File: src/rtl/dac_regif_pkg.sv
package dac_regif_pkg;
  localparam int CODE_W = 12;
  localparam int BUS_W  = 8;
  localparam int LO_W   = BUS_W;
  localparam int HI_W   = CODE_W - LO_W;
  localparam int NUM_CH = 2;
  localparam int CH_W   = $clog2(NUM_CH);
  localparam int ADDR_W = CH_W + 1;

  typedef struct packed {
    logic              cs_n;
    logic              upd_n;
    logic              wr_n;
    logic [ADDR_W-1:0] addr;
    logic [BUS_W-1:0]  data;
  } bus_t;

  localparam bus_t BUS_IDLE = '{cs_n: 1'b1, upd_n: 1'b1, wr_n: 1'b1,
                                addr: '0, data: '0};
endpackage

File: src/rtl/dac_bus_sync.sv
module dac_bus_sync #(
  parameter int           W       = 8,
  parameter int           STAGES  = 2,
  parameter logic [W-1:0] RST_VAL = '0
) (
  input  logic         clk_i,
  input  logic         rst_ni,
  input  logic [W-1:0] d_i,
  output logic [W-1:0] q_o
);
  logic [W-1:0] stg_q [STAGES];

  for (genvar i = 0; i < STAGES; i++) begin : g_stage
    if (i == 0) begin : g_first
      always_ff @(posedge clk_i or negedge rst_ni) begin
        if (!rst_ni) stg_q[i] <= RST_VAL;
        else         stg_q[i] <= d_i;
      end
    end else begin : g_next
      always_ff @(posedge clk_i or negedge rst_ni) begin
        if (!rst_ni) stg_q[i] <= RST_VAL;
        else         stg_q[i] <= stg_q[i-1];
      end
    end
  end

  assign q_o = stg_q[STAGES-1];
endmodule

File: src/rtl/dac_commit_ctrl.sv
module dac_commit_ctrl
  import dac_regif_pkg::*;
(
  input  logic              clk_i,
  input  logic              rst_ni,
  input  bus_t              bus_i,
  output logic              upd_o,
  output logic [NUM_CH-1:0] ld_lo_o,
  output logic [NUM_CH-1:0] ld_hi_o,
  output logic [LO_W-1:0]   lo_data_o,
  output logic [HI_W-1:0]   hi_data_o
);
  logic              wr_prev_q;
  logic              cs_n_q;
  logic              upd_n_q;
  logic [ADDR_W-1:0] addr_q;
  logic [BUS_W-1:0]  data_q;
  logic              commit;

  // hold the bus fields seen while the strobe is low; they are used at its release
  always_ff @(posedge clk_i or negedge rst_ni) begin
    if (!rst_ni) begin
      wr_prev_q <= 1'b1;
      cs_n_q    <= 1'b1;
      upd_n_q   <= 1'b1;
      addr_q    <= '0;
      data_q    <= '0;
    end else begin
      wr_prev_q <= bus_i.wr_n;
      if (!bus_i.wr_n) begin
        cs_n_q  <= bus_i.cs_n;
        upd_n_q <= bus_i.upd_n;
        addr_q  <= bus_i.addr;
        data_q  <= bus_i.data;
      end
    end
  end

  assign commit    = bus_i.wr_n & ~wr_prev_q;
  assign upd_o     = commit & ~upd_n_q;
  assign lo_data_o = data_q[LO_W-1:0];
  assign hi_data_o = data_q[HI_W-1:0];

  for (genvar c = 0; c < NUM_CH; c++) begin : g_dec
    logic sel;
    assign sel        = commit & ~cs_n_q & (addr_q[ADDR_W-1:1] == CH_W'(c));
    assign ld_lo_o[c] = sel & ~addr_q[0];
    assign ld_hi_o[c] = sel &  addr_q[0];
  end

  AST_ONE_LOAD: assert property (@(posedge clk_i) disable iff (!rst_ni)
    $onehot0({ld_lo_o, ld_hi_o}));
endmodule

File: src/rtl/dac_channel.sv
module dac_channel #(
  parameter int LO_W = 8,
  parameter int HI_W = 4,
  localparam int CODE_W = LO_W + HI_W
) (
  input  logic              clk_i,
  input  logic              rst_ni,
  input  logic              ld_lo_i,
  input  logic              ld_hi_i,
  input  logic              upd_i,
  input  logic [LO_W-1:0]   lo_data_i,
  input  logic [HI_W-1:0]   hi_data_i,
  output logic [CODE_W-1:0] code_o
);
  logic [LO_W-1:0]   lo_q, lo_nx;
  logic [HI_W-1:0]   hi_q, hi_nx;
  logic [CODE_W-1:0] dac_q;

  assign lo_nx = ld_lo_i ? lo_data_i : lo_q;
  assign hi_nx = ld_hi_i ? hi_data_i : hi_q;

  // output takes the post-write input value, which also covers pass-through
  always_ff @(posedge clk_i or negedge rst_ni) begin
    if (!rst_ni) begin
      lo_q  <= '0;
      hi_q  <= '0;
      dac_q <= '0;
    end else begin
      lo_q <= lo_nx;
      hi_q <= hi_nx;
      if (upd_i) dac_q <= {hi_nx, lo_nx};
    end
  end

  assign code_o = dac_q;

  AST_INPUT_HOLD: assert property (@(posedge clk_i) disable iff (!rst_ni)
    !(ld_lo_i || ld_hi_i) |=> $stable({hi_q, lo_q}));
endmodule

File: src/rtl/dual_dac_regif.sv
module dual_dac_regif
  import dac_regif_pkg::*;
#(
  parameter int SYNC_STAGES = 2
) (
  input  logic              clk_i,
  input  logic              rst_ni,
  input  logic              cs_ni,
  input  logic              wr_ni,
  input  logic              upd_ni,
  input  logic [ADDR_W-1:0] addr_i,
  input  logic [BUS_W-1:0]  data_i,
  output logic [CODE_W-1:0] code_a_o,
  output logic [CODE_W-1:0] code_b_o
);
  localparam int BUS_BITS = $bits(bus_t);

  bus_t                bus_raw;
  logic [BUS_BITS-1:0] bus_sync;
  logic                upd;
  logic [NUM_CH-1:0]   ld_lo, ld_hi;
  logic [LO_W-1:0]     lo_data;
  logic [HI_W-1:0]     hi_data;
  logic [CODE_W-1:0]   code [NUM_CH];

  assign bus_raw = '{cs_n: cs_ni, upd_n: upd_ni, wr_n: wr_ni, addr: addr_i, data: data_i};

  dac_bus_sync #(
    .W      (BUS_BITS),
    .STAGES (SYNC_STAGES),
    .RST_VAL(BUS_IDLE)
  ) u_sync (
    .clk_i (clk_i),
    .rst_ni(rst_ni),
    .d_i   (bus_raw),
    .q_o   (bus_sync)
  );

  dac_commit_ctrl u_ctrl (
    .clk_i    (clk_i),
    .rst_ni   (rst_ni),
    .bus_i    (bus_t'(bus_sync)),
    .upd_o    (upd),
    .ld_lo_o  (ld_lo),
    .ld_hi_o  (ld_hi),
    .lo_data_o(lo_data),
    .hi_data_o(hi_data)
  );

  for (genvar c = 0; c < NUM_CH; c++) begin : g_ch
    dac_channel #(.LO_W(LO_W), .HI_W(HI_W)) u_ch (
      .clk_i    (clk_i),
      .rst_ni   (rst_ni),
      .ld_lo_i  (ld_lo[c]),
      .ld_hi_i  (ld_hi[c]),
      .upd_i    (upd),
      .lo_data_i(lo_data),
      .hi_data_i(hi_data),
      .code_o   (code[c])
    );
  end

  assign code_a_o = code[0];
  assign code_b_o = code[1];

  AST_OUT_HOLD: assert property (@(posedge clk_i) disable iff (!rst_ni)
    !upd |=> $stable({code_a_o, code_b_o}));

  AST_CLEAR_ZERO: assert property (@(posedge clk_i)
    !rst_ni |-> (code_a_o == '0 && code_b_o == '0));
endmodule

File: config.mk
export PLATFORM = sky130hd
export DESIGN_NAME = dual_dac_regif
export DESIGN_NICKNAME = d
export VERILOG_FILES = /design/src/rtl/dac_regif_pkg.sv /design/src/rtl/dac_bus_sync.sv /design/src/rtl/dac_commit_ctrl.sv /design/src/rtl/dac_channel.sv /design/src/rtl/dual_dac_regif.sv
export SDC_FILE = /design/constraint.sdc
export NUM_CORES = 1
export LEC_CHECK = 0
export BUFFER_PORTS_ARGS = -buffer_cell sky130_fd_sc_hd__buf_2
export CAP_MARGIN = 20
export CELL_PAD_IN_SITES_DETAIL_PLACEMENT = 1
export CELL_PAD_IN_SITES_GLOBAL_PLACEMENT = 2
export CORE_ASPECT_RATIO = 0.7
export CORE_MARGIN = 5
export CORE_UTILIZATION = 46
export DETAILED_ROUTE_END_ITERATION = 8
export PLACE_DENSITY_LB_ADDON = 0.1
export SETUP_SLACK_MARGIN = 0.4
export SYNTH_ARGS = -nofsm -noshare
export SYNTH_HDL_FRONTEND = slang
export SYNTH_HIERARCHICAL = 1
export SYNTH_SLANG_ARGS = --single-unit
File: constraint.sdc
create_clock -name clk_i -period 4.42 [get_ports clk_i]
set_input_delay 1.105 -clock clk_i [delete_from_list [all_inputs] [get_ports clk_i]]
set_output_delay 1.105 -clock clk_i [all_outputs]
set_load 0.05 [all_outputs]
==> results.py <==
metrics = {
    "run_status": {
        "outcome": "finished clean",
    },
    "final_layout": {
        "post_route_cells_drive_above_1_share_pct": 62.3,
        "finalNetCount": 222,
        "postLayoutCellArea_sq_mm": 0.00360,
        "insertedDiodeCount": 0,
        "mostFrequentLayoutCells": "78 x sky130_fd_sc_hd__dfrtp_1, 37 x sky130_fd_sc_hd__buf_2, 32 x sky130_fd_sc_hd__mux2_4",
        "area_growth_syn_to_layout_pct": 11.8,
        "final_common_cell": "sky130_fd_sc_hd__dfrtp_1",
    },
    "clock_tree": {
        "cts-htree-levels": 3,
        "clock_sink_count": 87,
        "clock_tree.root_cell": "sky130_fd_sc_hd__clkbuf_8",
        "clock_tree.buffer_depth": 2,
        "post_cts.resized_instances": 0,
        "clkTransAtPathRegs_ps": 80,
        "hold_buffers": 0,
        "cts_tree": "yes",
        "cts_inserted_buffers": 9,
        "clock_latency_ps": 350,
        "postCtsSetupBuffers": 0,
    },
    "floorplan": {
        "die-height_microns": 80.0,
        "io_pins": 39,
        "row_count": 25,
        "die-width_microns": 110,
        "initial_utilization_pct": 47.4,
        "floorplan.core_area_sq_mm": 0.00679,
        "die_area_sq_mm": 0.00880,
    },
    "worst_setup_path": {
        "critical_path_class": "reg -> reg",
        "worst_r2r_startpoint": "u_sync/q_o[10]$_DFF_PN1_",
        "crit_path_max_fanout": 14,
        "timing.critical_path.arrival_ps": 2720,
        "critical_path.endpoint_type": "flip-flop",
        "start_kind": "flip-flop",
        "worst_setup_path_startpoint": "u_sync/q_o[10]$_DFF_PN1_",
        "worst-endpoint-required_ps": 4650,
    },
    "sta": {
        "final-max-slew-violation-count": 0,
        "timing.final.crit_period_ps": 2480,
        "max_slew_margin_vs_limit_pct": 47.4,
        "finalWorstSetupSlack_ps": 1940,
        "setup_viol": 0,
        "layout_worst_path_cycle_share_pct": 56.2,
        "hold_violations": 0,
        "final.setup.tns_ps": 0,
        "timing.fmax_ghz": 0.402,
        "fin_worst_skew_ps": 9.92,
        "tightestPinTransition_ps": 782,
        "grt_setup_unrepaired": "no",
    },
    "job": {
        "max_cap_viol_count": 0,
    },
    "synthesis": {
        "synth_sequential_area_ratio_pct": 68.0,
        "synthesis.instances": 176,
        "count_of_different_cell_masters_after_synthesis": 11,
        "yosys_warnings": 6,
        "synth.ff_latch_count": 87,
        "net_count_after_synthesis": 191,
        "postSynthAreaPerCell_sq_um": 18.3,
        "syn_area_sq_mm": 0.00322,
    },
    "route": {
        "drtIter0Drc": 37,
        "drt_drc_violations_left": 0,
        "postRouteWirelength_microns": 5490,
        "routed_via_density": 4.78,
        "firstDrtPassIters": 4,
        "detail-route-antenna-nets": 0,
        "wire_per_inst_microns": 17.9,
        "num_vias": 1464,
    },
    "global_route": {
        "antenna_found_initial": 0,
        "grt_use_total_pct": 14.6,
        "grt_pass1_wl_microns": 9200,
        "grt_pass1_vias": 1690,
        "global_route.overflow_total": 0,
        "maximum_number_of_pins_on_one_net_before_global_route_repair": 88,
    },
    "place": {
        "post-dp-hpwl_microns": 3590,
        "placed_area_sq_mm": 0.00339,
        "gp_congestion": 0.679,
        "post-place-ws_ps": 1930,
        "buffer_ports.inserted": 38,
    },
    "pwr": {
        "peakVddDrop_uv": 320,
        "total_leakage_power_nw": 1.66,
        "pnr_total_power_mw": 2.47,
        "powerDensity_mw_per_mm2": 686,
    },
    "hold_path": {
        "worst_hold_path_type": "reg -> reg",
        "hold_path.startpoint": "u_sync/stg_q[22]$_DFF_PN0_",
    },
}
[sequential cells by signal, indices dropped and copies added, names as in the netlist]
name and cells:
g_ch.u_ch/code_o 24, g_ch.u_ch/lo_q 16, u_sync/q_o 13, u_sync/stg_q 13
g_ch.u_ch/hi_q 8, u_ctrl/lo_data_o 8, u_ctrl/addr_q 2, u_ctrl/cs_n_q 1
u_ctrl/upd_n_q 1, u_ctrl/wr_prev_q 1
[layer usage]
metal | global-route usage, % | vias up | wire (microns)
li1 | - | 648 | -
met1 | 18.5 | 776 | 2480
met2 | 22.0 | 35 | 2620
met3 | 6.71 | 5 | 346
met4 | 4.86 | 0 | 44
met5 | 0 | - | 0
[logic make-up after synthesis]
| kind of cell | count (synthesis) | synth area share (%) |
|---|---|---|
| and+or+nand+nor | 6 | 1.71 |
| DFF | 87 | 68.0 |
| buffers and inverters | 23 | 5.60 |
| muxes | 60 | 24.7 |
[power breakdown]
part / switching, mW / internal [mW] / total [mW]
registers: 0.110 / 1.01 / 1.12
clock network: 0.274 / 0.223 / 0.497
logic: 0.541 / 0.309 / 0.851
[worst paths after layout]
path | end | slack, ps | depth (start not counted)
max in group asynchronous | u_ctrl/cs_n_q$_DFFE_PN1N_ | 3230 | 2
min in group asynchronous | u_sync/stg_q[13]$_DFF_PN0_ | 580 | 1
min | u_sync/q_o[9]$_DFF_PN0_ | 350 | 0
max reg2reg | g_ch[0].u_ch/code_o[3]$_DFFE_PN0P_ | 1940 | 5
min reg2reg | u_sync/q_o[9]$_DFF_PN0_ | 350 | 0
max | g_ch[0].u_ch/code_o[3]$_DFFE_PN0P_ | 1940 | 5
[synthesized netlist by cell type, drive strengths merged]
master,count,share of area (%)
inv,1,0.12
buf,22,5.5
dfstp,9,7.3
nand2b,1,0.27
nor2,1,0.12
nor4,2,0.39
mux2,60,25
nor4b,2,0.93
dfrtp,78,61
[final cells by class]
| class | instances | area [sq um] |
|---|---|---|
| clock buffers | 11 | 141 |
| repair buffers | 42 | 243 |
| multi-input cells | 66 | 866 |
| fillers | 668 | 3190 |
| clock inverters | 5 | 40.0 |
| flip-flops and latches | 87 | 2190 |
| inverters | 1 | 3.75 |
| well taps | 94 | 118 |
[through the flow]
step                hold WS (ps)  std cells  util, %
finish                       355        306     53.0
global route                 364        306     53.0
CTS                          357        305     52.6
detailed placement           336        289     50.0
global placement             332        289     50.0
floorplan                    331        176        -
[worst max-delay path: stages, from the launching register on]
cell and delay [ps]:
sky130_fd_sc_hd__dfstp_2 730, sky130_fd_sc_hd__nand2b_2 180, sky130_fd_sc_hd__nor4_2 620, sky130_fd_sc_hd__buf_4 280
sky130_fd_sc_hd__mux2_4 310, sky130_fd_sc_hd__mux2_4 260
(Power assumes the default switching activity.)
